===== src/rtl/scl_div_pkg.sv =====
`timescale 1ns/100ps
package scl_div_pkg;

    typedef enum logic [1:0] {
        PH_IDLE = 2'd0,
        PH_LOW  = 2'd1,
        PH_HIGH = 2'd2
    } phase_e;

    // fixed part of an SCL period and the weight of one fine-divider step
    localparam int unsigned BASE_TICKS = 20;
    localparam int unsigned FINE_STEP  = 8;

endpackage


===== src/rtl/scl_div_prescale.sv =====
`timescale 1ns/100ps
module scl_div_prescale #(
    parameter int unsigned PRE_W = 3
) (
    input  logic             clk,
    input  logic             rst_n,
    input  logic             restart,
    input  logic [PRE_W-1:0] pre_code,
    output logic             tick_o
);

    typedef struct packed {
        logic             run;
        logic [PRE_W-1:0] cnt;
    } pre_t;

    pre_t pre_d, pre_q;

    always_comb begin
        pre_d = pre_q;
        if (restart) begin
            pre_d.run = 1'b1;
            pre_d.cnt = '0;
        end else if (pre_q.run) begin
            if (pre_q.cnt == pre_code) begin
                pre_d.cnt = '0;
            end else begin
                pre_d.cnt = pre_q.cnt + PRE_W'(1);
            end
        end
    end

    assign tick_o = pre_q.run && (pre_q.cnt == pre_code);

    always_ff @(posedge clk or negedge rst_n) begin
        if (!rst_n) begin
            pre_q <= '0;
        end else begin
            pre_q <= pre_d;
        end
    end

    // a tick is never followed directly by another unless the divide is by one
    a_r3_tick_gap: assert property (@(posedge clk) disable iff (!rst_n)
        (tick_o && !restart && (pre_code != '0)) |=> !tick_o);

endmodule


===== src/rtl/scl_div_phase.sv =====
`timescale 1ns/100ps
module scl_div_phase
    import scl_div_pkg::*;
#(
    parameter int unsigned PER_W = 10
) (
    input  logic             clk,
    input  logic             rst_n,
    input  logic             restart,
    input  logic             tick,
    input  logic             scl_in,
    input  logic [PER_W-1:0] lo_len,
    input  logic [PER_W-1:0] hi_len,
    output logic             phase_low,
    output logic             phase_high
);

    typedef struct packed {
        phase_e           ph;
        logic [PER_W-1:0] cnt;
    } tmr_t;

    tmr_t tmr_d, tmr_q;

    always_comb begin
        tmr_d = tmr_q;
        if (restart) begin
            tmr_d.ph  = PH_LOW;
            tmr_d.cnt = '0;
        end else begin
            unique case (tmr_q.ph)
                PH_LOW: begin
                    if (tick) begin
                        if (tmr_q.cnt == lo_len - PER_W'(1)) begin
                            tmr_d.ph  = PH_HIGH;
                            tmr_d.cnt = '0;
                        end else begin
                            tmr_d.cnt = tmr_q.cnt + PER_W'(1);
                        end
                    end
                end
                PH_HIGH: begin
                    // a line still held low by another device does not advance the count
                    if (tick && scl_in) begin
                        if (tmr_q.cnt == hi_len - PER_W'(1)) begin
                            tmr_d.ph  = PH_LOW;
                            tmr_d.cnt = '0;
                        end else begin
                            tmr_d.cnt = tmr_q.cnt + PER_W'(1);
                        end
                    end
                end
                default: begin
                    tmr_d = tmr_q;
                end
            endcase
        end
    end

    assign phase_low  = (tmr_q.ph == PH_LOW);
    assign phase_high = (tmr_q.ph == PH_HIGH);

    always_ff @(posedge clk or negedge rst_n) begin
        if (!rst_n) begin
            tmr_q <= '{ph: PH_IDLE, cnt: '0};
        end else begin
            tmr_q <= tmr_d;
        end
    end

    // the counter stays inside the active phase length
    a_r4_low_bound: assert property (@(posedge clk) disable iff (!rst_n)
        (tmr_q.ph == PH_LOW) |-> (tmr_q.cnt < lo_len));
    a_r4_high_bound: assert property (@(posedge clk) disable iff (!rst_n)
        (tmr_q.ph == PH_HIGH) |-> (tmr_q.cnt < hi_len));

    // a stretched line freezes the high count and keeps the phase
    a_r6_stretch_hold: assert property (@(posedge clk) disable iff (!rst_n)
        ((tmr_q.ph == PH_HIGH) && !scl_in && !restart) |=> ($stable(tmr_q.cnt) && phase_high));

endmodule


===== src/rtl/scl_clk_div.sv =====
`timescale 1ns/100ps
module scl_clk_div
    import scl_div_pkg::*;
#(
    parameter int unsigned PRE_W  = 3,
    parameter int unsigned SCGD_W = 6,
    parameter int unsigned TRIM_W = 6
) (
    input  logic                    clk,
    input  logic                    rst_n,
    input  logic                    cfg_wr,
    input  logic [PRE_W+SCGD_W-1:0] cfg_word,
    input  logic [TRIM_W-1:0]       cfg_trim,
    input  logic                    scl_in,
    output logic                    tick,
    output logic                    phase_low,
    output logic                    phase_high
);

    localparam int unsigned CFG_W   = PRE_W + SCGD_W;
    localparam int unsigned PER_MAX = BASE_TICKS + FINE_STEP * ((1 << SCGD_W) - 1)
                                      + (1 << TRIM_W) - 1;
    localparam int unsigned PER_W   = $clog2(PER_MAX + 2);

    typedef struct packed {
        logic              armed;
        logic [PRE_W-1:0]  pre;
        logic [SCGD_W-1:0] fine;
        logic [TRIM_W-1:0] trim;
    } cfg_t;

    cfg_t             cfg_d, cfg_q;
    logic [PER_W-1:0] per_ticks;
    logic [PER_W-1:0] lo_len;
    logic [PER_W-1:0] hi_len;

    always_comb begin
        cfg_d = cfg_q;
        if (cfg_wr) begin
            cfg_d.armed = 1'b1;
            cfg_d.pre   = cfg_word[PRE_W-1:0];
            cfg_d.fine  = cfg_word[CFG_W-1:PRE_W];
            cfg_d.trim  = cfg_trim;
        end
    end

    always_comb begin
        per_ticks = PER_W'(BASE_TICKS) + PER_W'(cfg_q.fine) * PER_W'(FINE_STEP)
                    + PER_W'(cfg_q.trim);
        // low half takes the extra tick of an odd period
        lo_len    = (per_ticks + PER_W'(1)) >> 1;
        hi_len    = per_ticks >> 1;
    end

    always_ff @(posedge clk or negedge rst_n) begin
        if (!rst_n) begin
            cfg_q <= '0;
        end else begin
            cfg_q <= cfg_d;
        end
    end

    scl_div_prescale #(
        .PRE_W (PRE_W)
    ) u_prescale (
        .clk      (clk),
        .rst_n    (rst_n),
        .restart  (cfg_wr),
        .pre_code (cfg_q.pre),
        .tick_o   (tick)
    );

    scl_div_phase #(
        .PER_W (PER_W)
    ) u_phase (
        .clk        (clk),
        .rst_n      (rst_n),
        .restart    (cfg_wr),
        .tick       (tick),
        .scl_in     (scl_in),
        .lo_len     (lo_len),
        .hi_len     (hi_len),
        .phase_low  (phase_low),
        .phase_high (phase_high)
    );

    // nothing moves before the configuration is written
    a_r1_quiet_until_cfg: assert property (@(posedge clk) disable iff (!rst_n)
        !cfg_q.armed |-> (!tick && !phase_low && !phase_high));

    // a write always lands in the low phase
    a_r5_write_to_low: assert property (@(posedge clk) disable iff (!rst_n)
        cfg_wr |=> (phase_low && !phase_high));

    // phase outputs are exclusive and move only after a tick or a write
    a_r7_exclusive: assert property (@(posedge clk) disable iff (!rst_n)
        $onehot0({phase_low, phase_high}));
    a_r7_move_on_tick: assert property (@(posedge clk) disable iff (!rst_n)
        (!tick && !cfg_wr) |=> ($stable(phase_low) && $stable(phase_high)));

endmodule


===== config.mk =====
export PLATFORM = sky130hd
export DESIGN_NAME = scl_clk_div
export DESIGN_NICKNAME = d
export VERILOG_FILES = /design/src/rtl/scl_div_pkg.sv /design/src/rtl/scl_div_prescale.sv /design/src/rtl/scl_div_phase.sv /design/src/rtl/scl_clk_div.sv
export SDC_FILE = /design/constraint.sdc
export NUM_CORES = 1
export LEC_CHECK = 0
export ABC_AREA = 0
export BUFFER_PORTS_ARGS = -buffer_cell sky130_fd_sc_hd__buf_2
export CAP_MARGIN = 5
export CELL_PAD_IN_SITES_DETAIL_PLACEMENT = 1
export CELL_PAD_IN_SITES_GLOBAL_PLACEMENT = 1
export CORE_MARGIN = 5
export CORE_UTILIZATION = 46
export DETAILED_ROUTE_END_ITERATION = 12
export PLACE_DENSITY = 0.9
export SYNTH_ARGS = -nofsm -noshare
export SYNTH_HDL_FRONTEND = slang
export SYNTH_SLANG_ARGS = --single-unit

===== constraint.sdc =====
create_clock -name clk -period 4.7 [get_ports clk]
set_clock_uncertainty 0.1 [all_clocks]
set_input_delay 0.94 -clock clk [delete_from_list [all_inputs] [get_ports clk]]
set_output_delay 0.94 -clock clk [all_outputs]
set_load 0.03 [all_outputs]

Word level (Yosys, flattened, before mapping) --
Index checks and enable logic that the tools add are counted.
Word-level totals: output and inout bits 3, register bits after elaboration 31, input bits 19, logic and storage cells 40
Cells by class: eq/ne operators 9, muxes and demuxes 11, $add $sub $neg 7, reductions and logical operators 6
Operator list (count):
- 12-bit two-way mux | 3
- 12-bit case mux with 2 select lines | 1
- 10-bit by 1-bit adder with 10-bit output (second input constant) | 2
- 10-bit equality test | 2
- 10-bit two-way mux | 2
- 9-bit by 1-bit subtractor with 10-bit output (second input constant) | 2
- 3-bit by 2-bit inequality test with 1-bit output (second input constant) | 4
- 10-bit by 6-bit adder with 10-bit output | 1
- 5-bit by 9-bit adder with 10-bit output (first input constant) | 1
- 3-bit two-way mux | 3
- 5-bit AND reduction | 1
- 2-bit two-way mux | 2
- 3-bit by 1-bit adder with 3-bit output (second input constant) | 1
- 3-bit equality test | 1
- 3-bit AND reduction | 1
- 3-bit nonzero test | 1
- 2-bit by 1-bit equality test with 1-bit output (second input constant) | 1
- 2-bit equality test (second input constant) | 1
- 1-bit logical AND | 2
- 2-bit nonzero test | 1

Depth between registers and ports, before layout --
depth after elaboration 9, depth in mapped cells 14, depth with buffers taken out 13

Hierarchy --
Synthesis repeated with hierarchy kept, for this count alone.
Unflattened totals: cell total of the unflattened synthesis 312, area total of the unflattened synthesis 2681.3 um2
By module, submodules not included:
- scl_div_phase | seq. area each 300.3 um2, instances 1, area an instance 1492.7 um2, cells each 201
- scl_clk_div | seq. area each 375.4 um2, instances 1, area an instance 959.7 um2, cells each 90
- scl_div_prescale | seq. area each 100.1 um2, instances 1, area an instance 229.0 um2, cells each 21

Least setup slack after synthesis --
OpenSTA, ideal clock, no wires.
kind flip-flop to flip-flop, start register cfg_q[3] (netlist name), end register u_phase.tmr_q[2] (netlist name), required time 4482 ps, buffers on the path 1, slack 696 ps, data arrival time 3786 ps, stages on the path, launching flop included 14, setup time 118 ps, period minus slack after synthesis 4004 ps, path through dfrtp_1 -> ha_1 -> ha_1 -> inv_1 -> fa_1 -> clkbuf_1 -> or3_4 -> or4_1 -> or4_1 -> a21oi_2 -> xor2_1 -> nor4b_4 -> a211oi_1 -> a21o_1
On the way: longest elaborated chain between the ends 8, elaborated cells on any way between the ends 12, those cells by class 4 x add/sub; 2 x eq/ne; 6 x mux
RTL lines:
- from (decl) | line scl_clk_div.sv:32 | cfg_t cfg_d, cfg_q;
- from (signal assigned) | line scl_clk_div.sv:59 | cfg_q <= cfg_d;
- 10-bit by 6-bit adder with 10-bit output * | line scl_clk_div.sv:49 | + PER_W'(cfg_q.trim);
- 10-bit by 1-bit adder with 10-bit output | line scl_clk_div.sv:51 | lo_len = (per_ticks + PER_W'(1)) >> 1;
- 9-bit by 1-bit subtractor with 10-bit output | line scl_div_phase.sv:34 | if (tmr_q.cnt == lo_len - PER_W'(1)) begin
- 10-bit equality test | line scl_div_phase.sv:34
- 10-bit two-way mux | line scl_div_phase.sv:34
- 12-bit two-way mux | line scl_div_phase.sv:33 | if (tick) begin
- 12-bit case mux with 2 select lines * | line scl_div_phase.sv:31 | unique case (tmr_q.ph)
- 12-bit two-way mux * | line scl_div_phase.sv:27 | if (restart) begin
- to (signal assigned) | line scl_div_phase.sv:65 | tmr_q <= '{ph: PH_IDLE, cnt: '0};
- to (signal assigned) | line scl_div_phase.sv:67 | tmr_q <= tmr_d;
- to (decl) | line scl_div_phase.sv:23 | tmr_t tmr_d, tmr_q;
Every way passes the cells marked *; elsewhere a longest branch is shown, timed or not. The select of a mux whose other input is x is not followed. A chain may end at the register's enable or synchronous reset.

Final worst setup path --
start register cfg_q[6] (netlist name), end register u_phase.tmr_q[0] (netlist name)
On the way: longest elaborated chain between the ends 9, elaborated cells on any way between the ends 13, those cells by class 5 x add/sub; 2 x eq/ne; 6 x mux
RTL lines:
- 5-bit by 9-bit adder with 10-bit output * | line scl_clk_div.sv:48 | per_ticks = PER_W'(BASE_TICKS) + PER_W'(cfg_q.fine) * PER_W'(FINE_STEP)
- 10-bit by 6-bit adder with 10-bit output * | line scl_clk_div.sv:49
- 10-bit by 1-bit adder with 10-bit output | line scl_clk_div.sv:51
- 9-bit by 1-bit subtractor with 10-bit output | line scl_div_phase.sv:34
- 10-bit equality test | line scl_div_phase.sv:34
- 10-bit two-way mux | line scl_div_phase.sv:34
- 12-bit two-way mux | line scl_div_phase.sv:33
- 12-bit case mux with 2 select lines * | line scl_div_phase.sv:31
- 12-bit two-way mux * | line scl_div_phase.sv:27
Marks and branches as above.

==> results.sh <==
export IMPL_status="complete, no violations"
export IMPL_slew_headroom=0.5194
export IMPL_syn_to_final_growth_pct=10.22
export IMPL_hold_viol=0
export IMPL_synth_top_cell_area_share=0.2933
export IMPL_grt_pass1_vias=2446
export IMPL_drv_cap=0
export IMPL_leakage_nw=1.320
export IMPL_core_area_um2=5540
export IMPL_fin_nets=350
export IMPL_finalSetupViolations=0
export IMPL_antenna_found_initial=0
export IMPL_seq_area_frac_synth=0.2933
export IMPL_dr_total_vias=2310
export IMPL_met2_usage=0.3651
export IMPL_fill_cells=679
export IMPL_place_inst=380
export IMPL_cts_resized_gates=0
export IMPL_criticalPathCategory="reg2reg"
export IMPL_vias_per_cell=5.954
export IMPL_drc=0
export IMPL_num_antenna_cells=0
export IMPL_min_path_type="reg2reg"
export IMPL_cpMaxStageDelayCell="fa_1"
export IMPL_max_stage_delay_ns=0.61
export IMPL_fin_crit_sh=0.9394
export IMPL_ant_nets=0
export IMPL_synth_area_um2=2645
export IMPL_cp_cell_sequence="ha_1 > ha_1 > inv_1 > fa_1 > nand3b_1 > or2_0 > or4_1 > or4_1 > a21oi_2 > xor2_1 > nor4b_4 > buf_4 > nor4_1 > a21o_1"
export IMPL_die_x_um=85.83
export IMPL_grt_busiest_layer="met2"
export IMPL_period_minus_slack_ns=4.415
export IMPL_avgSynthCellArea_um2=8.906
export IMPL_gp_congestion=0.8315
export IMPL_synth_edf_count=0
export IMPL_cts_root_buffer="clkbuf_8"
export IMPL_grt_use_total=0.2041
export IMPL_fp_row_count=27
export IMPL_synth_cell_type_count=57
export IMPL_use_met1=0.2461
export IMPL_synth_ff_type="dfrtp_1"
export IMPL_routedWlPerCell_um=18.04
export IMPL_grt_overflow=0
export IMPL_drive_gt1_frac=0.1804
export IMPL_drv_slew=0
export IMPL_final_common_cell="dfrtp_1"
export IMPL_numPortBuffers=21
export IMPL_die_h_um=85.83
export IMPL_initial_core_util=0.4774
export IMPL_drt_pass1_iterations=4
export IMPL_clkTransAtPathRegs_ns=0.08
export IMPL_grt_pass1_wl_um=11870
export IMPL_synth_seq_cells=31
export IMPL_drt_initial_drc_count=82
export IMPL_path_max_fanout=11
export IMPL_grt_start_max_net_pins=32
export IMPL_grt_use_met3=0.03554
export IMPL_yosysWarnings=0
export IMPL_fin_cells=388
export IMPL_fin_hold_ws_ns=0.4210
export IMPL_insertion_delay_ns=0.29
export IMPL_async_flop_share=1.000
export IMPL_layout_common_cells="dfrtp_1, nand2_1, buf_2"
export IMPL_power_density_nw_per_um2=360.9
export IMPL_htreeDepth=2
export IMPL_cts_tree="built"
export IMPL_start_kind="flip-flop"
export IMPL_syn_num_nets=332
export IMPL_worstPathRequired_ns=4.79
export IMPL_synth_largest_area_cell="dfrtp_1"
export IMPL_holdBufCountCts=0
export IMPL_io_pins=22
export IMPL_syn_inst=297
export IMPL_irDropWorstVdd_uv=241.1
export IMPL_critPathCaptureType="flip-flop"
export IMPL_dp_hpwl_um=5505
export IMPL_routed_wirelength_um=7001
export IMPL_worst_pin_slew_ns=0.7209
export IMPL_postCtsSetupBuffers=0
export IMPL_dieArea_um2=7367
export IMPL_cts_buffers=5
export IMPL_cts_sinks=31
export IMPL_tns_ns=0
export IMPL_arrival_ns=4.50
export IMPL_rsz0062_at_grt="false"
export IMPL_synth_area_leaders="dfrtp_1, ha_1, xnor2_1, mux2_2, xor2_1"
export IMPL_cts_buffer_depth=2
export IMPL_fmax_mhz=226.5
[power breakdown]
part,internal [W],switching (W)
sequential,0.000294,0.0000433
clock,0.000133,0.000113
combinational,0.000201,0.000267
[sequential cells by signal, indices dropped and copies added, names as in the netlist]
signal	count
cfg_q	15
u_phase.tmr_q	12
u_prescale.pre_q	4
[kinds of logic (layout without fill, tap and decap cells)]
group,count (synthesis),after routing,synth area share
xor gates and xnor gates,31,31,0.1135
muxes,14,14,0.05866
adders and majority gates,16,16,0.07852
buffers and inverters,33,52,0.05014
AOI/OAI and AO/OA,72,72,0.1977
DFF,31,31,0.2933
and+or+nand+nor,100,100,0.2081
[path summary, 6_finish.rpt]
path / start / cells past startpoint / end / slack, ns
max in group asynchronous: rst_n / 1 / u_phase.tmr_q[3] / 3.44
max: cfg_q[6] / 14 / u_phase.tmr_q[0] / 0.28
min reg2reg: u_phase.tmr_q[10] / 1 / u_phase.tmr_q[10] / 0.42
max reg2reg: cfg_q[6] / 14 / u_phase.tmr_q[0] / 0.28
min in group asynchronous: rst_n / 1 / cfg_q[2] / 0.60
min: u_phase.tmr_q[10] / 1 / u_phase.tmr_q[10] / 0.42
[metal layers]
layer	wire length [µm]	up-vias
li1	-	1102
met1	3020	1153
met2	3623	41
met3	195	14
met4	161	0
met5	0	-
[stage by stage]
stage	power [W]	setup slack, ns	instance area (µm²)	util
after global routing	0.001121	0.02564	2915	0.5262
after global placement	0.0007717	0.4804	2805	0.5063
after detailed placement	0.0008004	0.1911	2805	0.5063
final	0.001052	0.2847	2915	0.5262
after CTS	0.001055	0.1686	2909	0.5251
after floorplan	0.0006953	0.6961	2645	-
[cells in the mapped netlist, types with 3 or more instances]
cell	instances
o21ai_0	10
a21o_1	10
a211oi_1	7
a21oi_1	14
nor4_1	3
nand2_1	26
o21a_1	3
ha_1	15
or2_2	3
nand4_1	5
nand2b_1	3
nand3b_1	3
xor2_1	12
a211o_1	3
nor3_1	10
o211ai_1	3
a21bo_2	3
dfrtp_1	31
mux2_2	12
nor2_1	17
o2111ai_1	4
inv_1	20
xnor2_1	17
or3_1	8
clkbuf_1	11
nand3_1	8
[layout make-up]
type / count / area, µm² / share of cell area
multi-input combinational: 233 / 1743 / 0.5979
sequential: 31 / 775.7 / 0.2661
timing repair buffer: 24 / 127.6 / 0.04378
clock buffer: 7 / 96.34 / 0.03305
tap: 72 / 90.09 / 0.03090
inverter: 20 / 75.07 / 0.02575
clock inverter: 1 / 7.507 / 0.002575
[critical path, delay by kind of cell (launching register included)]
kind            cells  cell delay [ns]
compound gates      2             0.33
flops               1             0.42
xor+xnor            1             0.22
fa+ha+maj           3             1.16
simple gates        6             1.78
buf+inv             2             0.28
Power figures use the tool's default switching activity.
